[src/rtl/hdlc_tx_pkg.sv]
package hdlc_tx_pkg;

  localparam int OCT_W = 8;
  localparam int CRC_W = 16;
  localparam logic [OCT_W-1:0] FLAG_PAT = 8'h7E;
  localparam logic [CRC_W-1:0] CRC_POLY_R = 16'h8408;
  localparam logic [CRC_W-1:0] CRC_PRESET = 16'hFFFF;

  typedef enum logic [2:0] {
    ST_FILL,
    ST_OPEN,
    ST_BODY,
    ST_CLOSE,
    ST_ABORT
  } tx_state_e;

  // Byte-wide update of the reflected CRC-16, data taken LSB first.
  function automatic logic [CRC_W-1:0] crc16_byte(input logic [CRC_W-1:0] c,
                                                  input logic [OCT_W-1:0] d);
    logic [CRC_W-1:0] r;
    r = c;
    for (int i = 0; i < OCT_W; i++) begin
      if (r[0] ^ d[i]) r = (r >> 1) ^ CRC_POLY_R;
      else             r = r >> 1;
    end
    return r;
  endfunction

endpackage

[src/rtl/hdlc_tx_bitgen.sv]
module hdlc_tx_bitgen
  import hdlc_tx_pkg::*;
#(
  parameter int STUFF_RUN = 5,
  parameter int ABORT_LEN = 7
) (
  input  logic             clk,
  input  logic             rst_n,
  input  logic             mode_dchan,
  input  logic             at_octet_start,
  input  logic [OCT_W-1:0] in_data,
  input  logic             in_valid,
  input  logic             in_last,
  output logic             in_ready,
  output logic             bit_valid,
  output logic             bit_val,
  input  logic             bit_go
);

  localparam int RUN_W = $clog2(STUFF_RUN + 1);
  localparam int AB_W  = $clog2(ABORT_LEN + 1);
  localparam int CNT_W = $clog2(OCT_W + 1);
  localparam logic [RUN_W-1:0] RUN_MAX = RUN_W'(STUFF_RUN);
  localparam logic [AB_W-1:0]  AB_LAST = AB_W'(ABORT_LEN - 1);
  localparam logic [CNT_W-1:0] CNT_FULL = CNT_W'(OCT_W);

  tx_state_e        st;
  logic [2:0]       fidx;
  logic [OCT_W-1:0] sh;
  logic [CNT_W-1:0] cnt;
  logic [RUN_W-1:0] ones;
  logic [AB_W-1:0]  acnt;
  logic [CRC_W-1:0] crc;
  logic             last_q, is_crc, crc_hi;

  // Named internal events.
  logic stuff_now, need_dec, start_ok, want_byte, abort_start;

  assign stuff_now   = (st == ST_BODY) && (ones == RUN_MAX);
  assign need_dec    = (st == ST_BODY) && !stuff_now && (cnt == '0);
  assign start_ok    = (st == ST_FILL) && in_valid &&
                       (mode_dchan ? at_octet_start : (fidx == 3'd0));
  assign want_byte   = need_dec && !is_crc && !last_q;
  assign abort_start = want_byte && !in_valid;
  assign in_ready    = want_byte && in_valid;
  assign bit_valid   = !(need_dec || start_ok);

  always_comb begin
    case (st)
      ST_FILL:  bit_val = mode_dchan ? 1'b1 : FLAG_PAT[fidx];
      ST_OPEN,
      ST_CLOSE: bit_val = FLAG_PAT[fidx];
      ST_BODY:  bit_val = stuff_now ? 1'b0 : sh[0];
      default:  bit_val = 1'b1;
    endcase
  end

  always_ff @(posedge clk) begin
    if (!rst_n) begin
      st     <= ST_FILL;
      fidx   <= '0;
      sh     <= '0;
      cnt    <= '0;
      ones   <= '0;
      acnt   <= '0;
      crc    <= CRC_PRESET;
      last_q <= 1'b0;
      is_crc <= 1'b0;
      crc_hi <= 1'b0;
    end else if (start_ok) begin
      st   <= ST_OPEN;
      fidx <= '0;
    end else if (need_dec) begin
      if (want_byte) begin
        if (in_valid) begin
          sh     <= in_data;
          cnt    <= CNT_FULL;
          crc    <= crc16_byte(crc, in_data);
          last_q <= in_last;
        end else begin
          st   <= ST_ABORT;
          acnt <= '0;
        end
      end else if (!is_crc) begin
        sh     <= ~crc[7:0];
        cnt    <= CNT_FULL;
        is_crc <= 1'b1;
      end else if (!crc_hi) begin
        sh     <= ~crc[15:8];
        cnt    <= CNT_FULL;
        crc_hi <= 1'b1;
      end else begin
        st   <= ST_CLOSE;
        fidx <= '0;
      end
    end else if (bit_go) begin
      case (st)
        ST_FILL: fidx <= fidx + 3'd1;
        ST_OPEN: begin
          fidx <= fidx + 3'd1;
          if (fidx == 3'd7) begin
            st     <= ST_BODY;
            cnt    <= '0;
            ones   <= '0;
            last_q <= 1'b0;
            is_crc <= 1'b0;
            crc_hi <= 1'b0;
            crc    <= CRC_PRESET;
          end
        end
        ST_BODY: begin
          if (stuff_now) ones <= '0;
          else begin
            sh   <= {1'b0, sh[OCT_W-1:1]};
            cnt  <= cnt - 1'b1;
            ones <= sh[0] ? ones + 1'b1 : '0;
          end
        end
        ST_CLOSE: begin
          fidx <= fidx + 3'd1;
          if (fidx == 3'd7) st <= ST_FILL;
        end
        default: begin
          acnt <= acnt + 1'b1;
          if (acnt == AB_LAST) begin
            st   <= ST_FILL;
            fidx <= '0;
          end
        end
      endcase
    end
  end


  stuff_run_chk: assert property (@(posedge clk) disable iff (!rst_n)
    (st == ST_BODY) |-> (ones <= RUN_MAX));

  stuff_clear_chk: assert property (@(posedge clk) disable iff (!rst_n)
    (stuff_now && bit_go) |=> (ones == '0));

  abort_enter_chk: assert property (@(posedge clk) disable iff (!rst_n)
    abort_start |=> (st == ST_ABORT) && (acnt == '0));

  abort_exit_chk: assert property (@(posedge clk) disable iff (!rst_n)
    ((st == ST_ABORT) && bit_go && (acnt == AB_LAST)) |=> (st == ST_FILL) && (fidx == 3'd0));

  rdy_gate_chk: assert property (@(posedge clk) disable iff (!rst_n)
    in_ready |-> (in_valid && (st == ST_BODY) && !last_q));

endmodule

[src/rtl/hdlc_tx_packer.sv]
module hdlc_tx_packer
  import hdlc_tx_pkg::*;
(
  input  logic             clk,
  input  logic             rst_n,
  input  logic             mode_56k,
  input  logic             bit_valid,
  input  logic             bit_val,
  output logic             bit_take,
  output logic             at_octet_start,
  output logic [OCT_W-1:0] out_octet,
  output logic             out_valid,
  input  logic             out_ready
);

  localparam int CNT_W = $clog2(OCT_W + 1);
  localparam logic [CNT_W-1:0] LIM_FULL = CNT_W'(OCT_W);
  localparam logic [CNT_W-1:0] LIM_ADPT = CNT_W'(OCT_W - 1);

  logic [OCT_W-2:0] acc;
  logic [CNT_W-1:0] cnt;
  logic [CNT_W-1:0] fill_lim;
  logic             slot_free, octet_done;

  assign slot_free      = !out_valid || out_ready;
  assign bit_take       = bit_valid && slot_free;
  assign fill_lim       = mode_56k ? LIM_ADPT : LIM_FULL;
  assign octet_done     = bit_take && ((cnt + 1'b1) == fill_lim);
  assign at_octet_start = (cnt == '0);

  always_ff @(posedge clk) begin
    if (!rst_n) begin
      acc       <= '0;
      cnt       <= '0;
      out_octet <= '0;
      out_valid <= 1'b0;
    end else begin
      if (out_valid && out_ready) out_valid <= 1'b0;
      if (octet_done) begin
        out_octet <= mode_56k ? {acc[OCT_W-3:0], bit_val, 1'b1} : {acc, bit_val};
        out_valid <= 1'b1;
        cnt       <= '0;
      end else if (bit_take) begin
        acc <= {acc[OCT_W-3:0], bit_val};
        cnt <= cnt + 1'b1;
      end
    end
  end


  out_hold_chk: assert property (@(posedge clk) disable iff (!rst_n)
    (out_valid && !out_ready) |=> (out_valid && $stable(out_octet)));

  pad_one_chk: assert property (@(posedge clk) disable iff (!rst_n)
    (out_valid && mode_56k) |-> out_octet[0]);

endmodule

[src/rtl/hdlc_tx_framer.sv]
module hdlc_tx_framer
  import hdlc_tx_pkg::*;
#(
  parameter int STUFF_RUN = 5,
  parameter int ABORT_LEN = 7
) (
  input  logic       clk,
  input  logic       rst_n,
  input  logic       mode_dchan,
  input  logic       mode_56k,
  input  logic [7:0] in_data,
  input  logic       in_valid,
  input  logic       in_last,
  output logic       in_ready,
  output logic [7:0] out_octet,
  output logic       out_valid,
  input  logic       out_ready
);

  logic bit_valid, bit_val, bit_take, at_octet_start;

  hdlc_tx_bitgen #(.STUFF_RUN(STUFF_RUN), .ABORT_LEN(ABORT_LEN)) u_bitgen (
    .clk            (clk),
    .rst_n          (rst_n),
    .mode_dchan     (mode_dchan),
    .at_octet_start (at_octet_start),
    .in_data        (in_data),
    .in_valid       (in_valid),
    .in_last        (in_last),
    .in_ready       (in_ready),
    .bit_valid      (bit_valid),
    .bit_val        (bit_val),
    .bit_go         (bit_take)
  );

  hdlc_tx_packer u_packer (
    .clk            (clk),
    .rst_n          (rst_n),
    .mode_56k       (mode_56k),
    .bit_valid      (bit_valid),
    .bit_val        (bit_val),
    .bit_take       (bit_take),
    .at_octet_start (at_octet_start),
    .out_octet      (out_octet),
    .out_valid      (out_valid),
    .out_ready      (out_ready)
  );


  take_needs_bit_chk: assert property (@(posedge clk) disable iff (!rst_n)
    bit_take |-> bit_valid);

endmodule

[config.mk]
export PLATFORM = sky130hd
export DESIGN_NAME = hdlc_tx_framer
export DESIGN_NICKNAME = d
export VERILOG_FILES = /design/src/rtl/hdlc_tx_pkg.sv /design/src/rtl/hdlc_tx_bitgen.sv /design/src/rtl/hdlc_tx_packer.sv /design/src/rtl/hdlc_tx_framer.sv
export SDC_FILE = /design/constraint.sdc
export NUM_CORES = 1
export LEC_CHECK = 0
export ABC_AREA = 1
export BUFFER_PORTS_ARGS = -buffer_cell sky130_fd_sc_hd__buf_2
export CAP_MARGIN = 0
export CORE_MARGIN = 2
export CORE_UTILIZATION = 45
export CTS_CLUSTER_SIZE = 24
export DETAILED_ROUTE_END_ITERATION = 16
export PLACE_DENSITY = 0.66
export SYNTH_ARGS = -nofsm -noshare
export SYNTH_HDL_FRONTEND = slang
export SYNTH_SLANG_ARGS = --single-unit
[constraint.sdc]
create_clock -name clk -period 2.7 [get_ports clk]
set_clock_uncertainty 0.1 [all_clocks]
set_input_delay 0.54 -clock clk [delete_from_list [all_inputs] [get_ports clk]]
set_output_delay 0.54 -clock clk [all_outputs]
set_load 0.02 [all_outputs]
# Yosys cells after proc, flatten, opt, wreduce, memory -nomap -nowiden
# Memories as Yosys holds them, arrays and structs flattened. A register that Yosys moved wholly into a read port is not among the register bits.
# Index checks and enable logic that the tools add are counted.
[totals] register_bits=63 rom_bits=8 in_bits=15 output_inout_bits=10 word_cells=239 mem_count=1
[op_classes] add_sub_neg=5 n_lt_le_gt_ge=1 n_eq_ne=32 muxes=113 bitwise=22 n_reduce_logical=50
[memory_table] name="(name not given)" depth=8 word_bits=1 read_ports=1 rd_ports_with_merged_regs=1 wr=0 line_no="hdlc_tx_bitgen.sv:50" rtl="ST_FILL: bit_val = mode_dchan ? 1'b1 : FLAG_PAT[fidx];"
[ops] op="$mux W16" n=49
[ops] op="$mux W8" n=9
[ops] op="$mux W3" n=23
[ops] op="$mux W4" n=9
[ops] op="$not A2 Y3" n=8
[ops] op="$reduce_and A6 Y1" n=4
[ops] op="$mux W1" n=18
[ops] op="$not A8 Y8" n=2
[ops] op="$reduce_and A8 Y1" n=2
[ops] op="$reduce_and A5 Y1" n=3
[ops] op="$ne A2 B1 Y1 const B" n=6
[ops] op="$pmux W3 S2" n=2
[ops] op="$reduce_bool A2 Y1" n=6
[ops] op="$logic_and A1 B1 Y1" n=11
[ops] op="$ne A2 B2 Y1 const B" n=5
[ops] op="$add A3 B1 Y3 const B" n=3
[ops] op="$eq A3 B3 Y1 const B" n=3
[ops] op="$ne A3 B1 Y1 const B" n=3
[ops] op="$ne A3 B3 Y1 const B" n=3
[ops] op="$pmux W3 S3" n=1
[ops] op="$reduce_bool A3 Y1" n=3
[ops] op="$logic_not A4 Y1" n=2
[ops] op="$ne A4 B1 Y1 const B" n=2
[ops] op="$ne A4 B3 Y1 const B" n=2
[ops] op="other kinds (22)" n=44

# Depth between registers and ports, before layout
[logic_depth] ltp_word=58 mapped_depth=15 ltp_nobuf=15

# Modules after synthesis
# Synthesis repeated with hierarchy kept, for this count alone.
[unflattened] cells_unflattened=564 area_unflattened_um2=3849.9
[by_module_without_submodules] mod="hdlc_tx_bitgen" instances=1 cells_per_inst=397 area_each_um2=2687.6 seq_area_each_um2=880.8
[by_module_without_submodules] mod="hdlc_tx_packer" instances=1 cells_per_inst=167 area_each_um2=1162.4 seq_area_each_um2=400.4

# Least setup slack after synthesis
# No wires, ideal clock.
[synth_path] path_type="flip-flop to output port" from="register u_bitgen.ones[1]" to="output port in_ready" arrival_time_ps=1424 required_ps=2060 setup_slack_ps=636 stages_incl_launch_ff=10 n_path_buf=0 path_cell_list="dfxtp_1 -> inv_1 -> ha_1 -> nand2_1 -> inv_1 -> nor2_8 -> nand2_8 -> nor2_8 -> inv_1 -> nor2_1"
[synth_between] elab_chain_cells=8
[synth_rtl] element="from (decl)" line_no="hdlc_tx_bitgen.sv:31" rtl="logic [RUN_W-1:0] ones;"
[synth_rtl] element="from (signal assigned)" line_no="hdlc_tx_bitgen.sv:116" rtl="ones <= sh[0] ? ones + 1'b1 : '0;"
[synth_rtl] element="$eq A3 B3 Y1" line_no="hdlc_tx_bitgen.sv:39" rtl="assign stuff_now = (st == ST_BODY) && (ones == RUN_MAX);"
[synth_rtl] element="$logic_and A1 B1 Y1" line_no="hdlc_tx_bitgen.sv:39"
[synth_rtl] element="$logic_not A1 Y1" line_no="hdlc_tx_bitgen.sv:40" rtl="assign need_dec = (st == ST_BODY) && !stuff_now && (cnt == '0);"
[synth_rtl] element="$logic_and A1 B1 Y1 (2 in series)" line_no="hdlc_tx_bitgen.sv:40"
[synth_rtl] element="$logic_and A1 B1 Y1 (2 in series)" line_no="hdlc_tx_bitgen.sv:43" rtl="assign want_byte = need_dec && !is_crc && !last_q;"
[synth_rtl] element="$logic_and A1 B1 Y1" line_no="hdlc_tx_bitgen.sv:45" rtl="assign in_ready = want_byte && in_valid;"
[synth_rtl] element="to (decl)" line_no="hdlc_tx_framer.sv:14" rtl="output logic in_ready,"
# No other way between the ends.

# Worst setup path after layout
[layout_path] from="register u_bitgen.cnt[0]" to="output port in_ready"
[layout_between] elab_chain_cells=5
[layout_rtl] element="from (decl)" line_no="hdlc_tx_bitgen.sv:30" rtl="logic [CNT_W-1:0] cnt;"
[layout_rtl] element="from (signal assigned)" line_no="hdlc_tx_bitgen.sv:115" rtl="cnt <= cnt - 1'b1;"
[layout_rtl] element="$logic_not A4 Y1" line_no="hdlc_tx_bitgen.sv:40"
[layout_rtl] element="$logic_and A1 B1 Y1" line_no="hdlc_tx_bitgen.sv:40"
[layout_rtl] element="$logic_and A1 B1 Y1 (2 in series)" line_no="hdlc_tx_bitgen.sv:43"
[layout_rtl] element="$logic_and A1 B1 Y1" line_no="hdlc_tx_bitgen.sv:45"
# No other way between the ends.

==> key figures <==
STA
  • Worst Max-Slew Pin Slew: 0.8688 ns
  • Max Freq: 388.3 MHz
  • WHS: 0.3462 ns
  • Final period util: 95.37%
  • Unrepaired setup endpoints after global routing: no
  • Setup TNS: 0 ns
  • Slew Limit Fails: 0
  • Final Hold Fails: 0
  • Final setup viols: 0
  • Final min period: 2.575 ns
  • Slew headroom: 42.01%

GRT
  • First-pass GRT wire length: 13.88 mm
  • All-Layer GR Usage: 20.41%
  • Total gr overflow: 0
  • Largest net degree at the start of global routing: 27
  • Vias in the first global route: 3006
  • Initial antenna violation count: 0

Finish
  • FF+latch area: 1281 um^2
  • Layout area overhead: 11.75%
  • Total Nets Final: 540
  • # diodes: 0
  • Layout cell share with drive strength beyond 1: 15.03%
  • Multi-input logic area: 1951 um^2
  • Fillers: 760

Critical path
  • CP peak stage delay: 0.34 ns
  • CP max FO: 13
  • CP cell instances: inv_1 -> ha_1 -> nor3b_4 -> nand2_8 -> nor2_8 -> inv_1 -> nor2_1 -> buf_2
  • Slowest CP cell: dfxtp_1
  • Crit path DAT: 1.94 ns
  • Critical path class: reg2out
  • Data required, critical path: 2.06 ns
  • Top cell by count, worst path: inv_1
  • Critical Path Source Type: register
  • Setup crit end kind: output pin

Clock tree
  • # clock sinks: 64
  • CTS max path bufs: 2
  • CTS tree: yes
  • CTS Buf Count: 9
  • Reg clk slew, reported paths: 0.08 ns
  • Hold buffer count at CTS: 0
  • # H-tree levels: 3
  • Skew-Pair Late Insertion Delay: 0.36 ns
  • CTS root buffer: clkbuf_8

Floorplan
  • Initial Utilization: 46.26%
  • Die width: 92.90 um
  • Core area: 7687 um^2
  • Die ar.: 8629 um^2
  • I/O pin total: 25
  • # rows: 32
  • DIE HEIGHT: 92.90 um

Logic synthesis
  • Post-synth EDFFs: 0
  • Synth Warn #: 0
  • Synth unique cells: 38
  • Synth async-reset ratio: 0%
  • Gate Count Post-Synth: 490
  • Post-synthesis sequential area ratio: 36.03%
  • Top cell type's share of synthesized area: 36.03%
  • FF+latch count, synth: 64
  • Syn Std Cell Area: 3556 um^2
  • Most used standard cell by instance count after synthesis: nand2_1
  • Top_reg_cell synth: dfxtp_1
  • Synth area leaders: dfxtp_1 36%, nand2_1 12%, a21oi_1 6.8%
  • Mean post-synth cell area: 7.257 um^2
  • Cell taking the most area after synthesis: dfxtp_1
  • Top cells by count, synth: 113 x nand2_1, 64 x dfxtp_1, 50 x inv_1
  • Post-Syn Nets: 516

Route
  • Remaining DRCs: 0
  • Final WL: 8.380 mm
  • Vias per cell: 5.208
  • Iter 0 DRT Violations: 138
  • DR vias: 3234
  • DRT Pass-1 Iters: 4
  • Drt wl/cell: 13.49 um
  • Routed Antenna Nets: 0

Power
  • Internal power: 1757 uW
  • Combinational share of power: 20.4%
  • P_sw: 798.9 uW
  • Sequential share of power: 42.5%
  • Switching Share: 31.26%
  • Clock power frac: 37.1%
  • Cell area power density: 643.1 nW/um^2
  • VDD IR max: 0.5626 mV
  • Leakage: 0.001791 uW

Placed design
  • Gp weighted congestion: 0.8908
  • Post-DP HPWL: 5.898 mm
  • Port Buffers: 24

Flow run
  • MaxCap Viol Count: 0

Run status
  • Status: completed

Hold path
  • Worst hold path class: reg2reg
-- routing by layer --
metal | track usage, % | vias to the layer above | wire length, um
met2 | 34.18 | 84 | 3984
met1 | 25.14 | 1479 | 3776
met3 | 5.045 | 16 | 428
li1 | - | 1655 | -
met4 | 7.966 | 0 | 191
met5 | 0 | - | 0
-- placed cells by master, fill, tap and decap left out, drive strengths merged --
cell and instances:
nand2 123, dfxtp 64, inv 59, o21ai 52
a21oi 49, nor2 37, buf 29, o211ai 19
nand3 19, xnor2 15, ha 11, clkbuf 10
nor3 6, xor2 5, a211oi 4, or2 2
bufinv 2, clkinv 2, clkinvlp 2, nor3b 1
nand3b 1, nand4 1, o22ai 1, o21bai 1
a31oi 1, and3 1, and2 1, o211a 1
-- critical path, delay by kind of cell (launching register included) --
family	cells	cell delay [ns]
buf+inv	3	0.33
fa+ha+maj	1	0.14
simple gates	4	0.77
flops	1	0.34
-- power by group through the flow --
stage / Sequential (uW) / Clock (uW) / Combinational (uW)
3_3_place_gp: 1100 / 0 / 499
4_1_cts: 1080 / 971 / 519
5_1_grt: 1090 / 1010 / 595
3_5_place_dp: 1100 / 0 / 513
6_report: 1090 / 948 / 521
2_1_floorplan: 1100 / 0 / 404
-- cells by family after synthesis --
family                   Yosys count  synth area share (%)
AND/OR/NAND/NOR                  191                 25.62
AO/OA/AOI/OAI                    128                 20.13
buffers and inverters             76                 9.430
flip-flops                        64                 36.03
XOR/XNOR                          20                 4.926
adder cells (fa/ha/maj)           11                 3.870
-- flip-flops by register name, summed over array words and instances (netlist names), named ones only --
signal,flops
u_packer.out_valid,1
u_packer.acc,7
u_bitgen.crc,16
u_packer.cnt,4
u_bitgen.ones,3
u_bitgen.cnt,4
u_packer.out_octet,8
u_bitgen.crc_hi,1
u_bitgen.last_q,1
u_bitgen.sh,8
u_bitgen.is_crc,1
u_bitgen.acnt,3
u_bitgen.st,3
u_bitgen.fidx,3
-- final cells by class --
| class | count | share of cell area [%] |
|---|---|---|
| clock buffers | 10 | 3.463 |
| well taps | 102 | 3.212 |
| multi-input cells | 351 | 49.09 |
| repair buffers | 29 | 3.967 |
| clock inverters | 6 | 2.330 |
| inverters | 59 | 5.699 |
| flip-flops and latches | 64 | 32.24 |
-- final timing paths --
kind,cells after the start,slack [ns],from,to
min,2,0.35,u_bitgen.crc_hi$_SDFFE_PN0P_,u_bitgen.crc_hi$_SDFFE_PN0P_
max,8,0.12,u_bitgen.cnt[0]$_SDFFE_PN0P_,in_ready
min reg2reg,2,0.35,u_bitgen.crc_hi$_SDFFE_PN0P_,u_bitgen.crc_hi$_SDFFE_PN0P_
max reg2reg,9,0.39,u_packer.cnt[0]$_SDFFE_PP0P_,u_packer.out_octet[2]$_SDFFE_PN0P_
-- timing repair --
item / in CTS / in global routing
endpoints found under the hold margin: 0 / 0
setup buffers: 0 / 4
resized for setup: 0 / 0
setup endpoints to repair: 0 / 1
-- metrics by stage --
stage / worst slack (ns) / power (uW) / std cells / utilization [%] / area, um^2
2_1_floorplan: 0.6359 / 1501 / 490 / - / 3556
3_3_place_gp: 0.4333 / 1601 / 600 / 48.16 / 3702
3_5_place_dp: 0.4251 / 1618 / 600 / 48.16 / 3702
4_1_cts: 0.006352 / 2575 / 616 / 51.16 / 3933
5_1_grt: 0.02142 / 2704 / 621 / 51.69 / 3974
6_report: 0.1249 / 2556 / 621 / 51.69 / 3974
No activity file was read; power rests on OpenSTA's default activity.
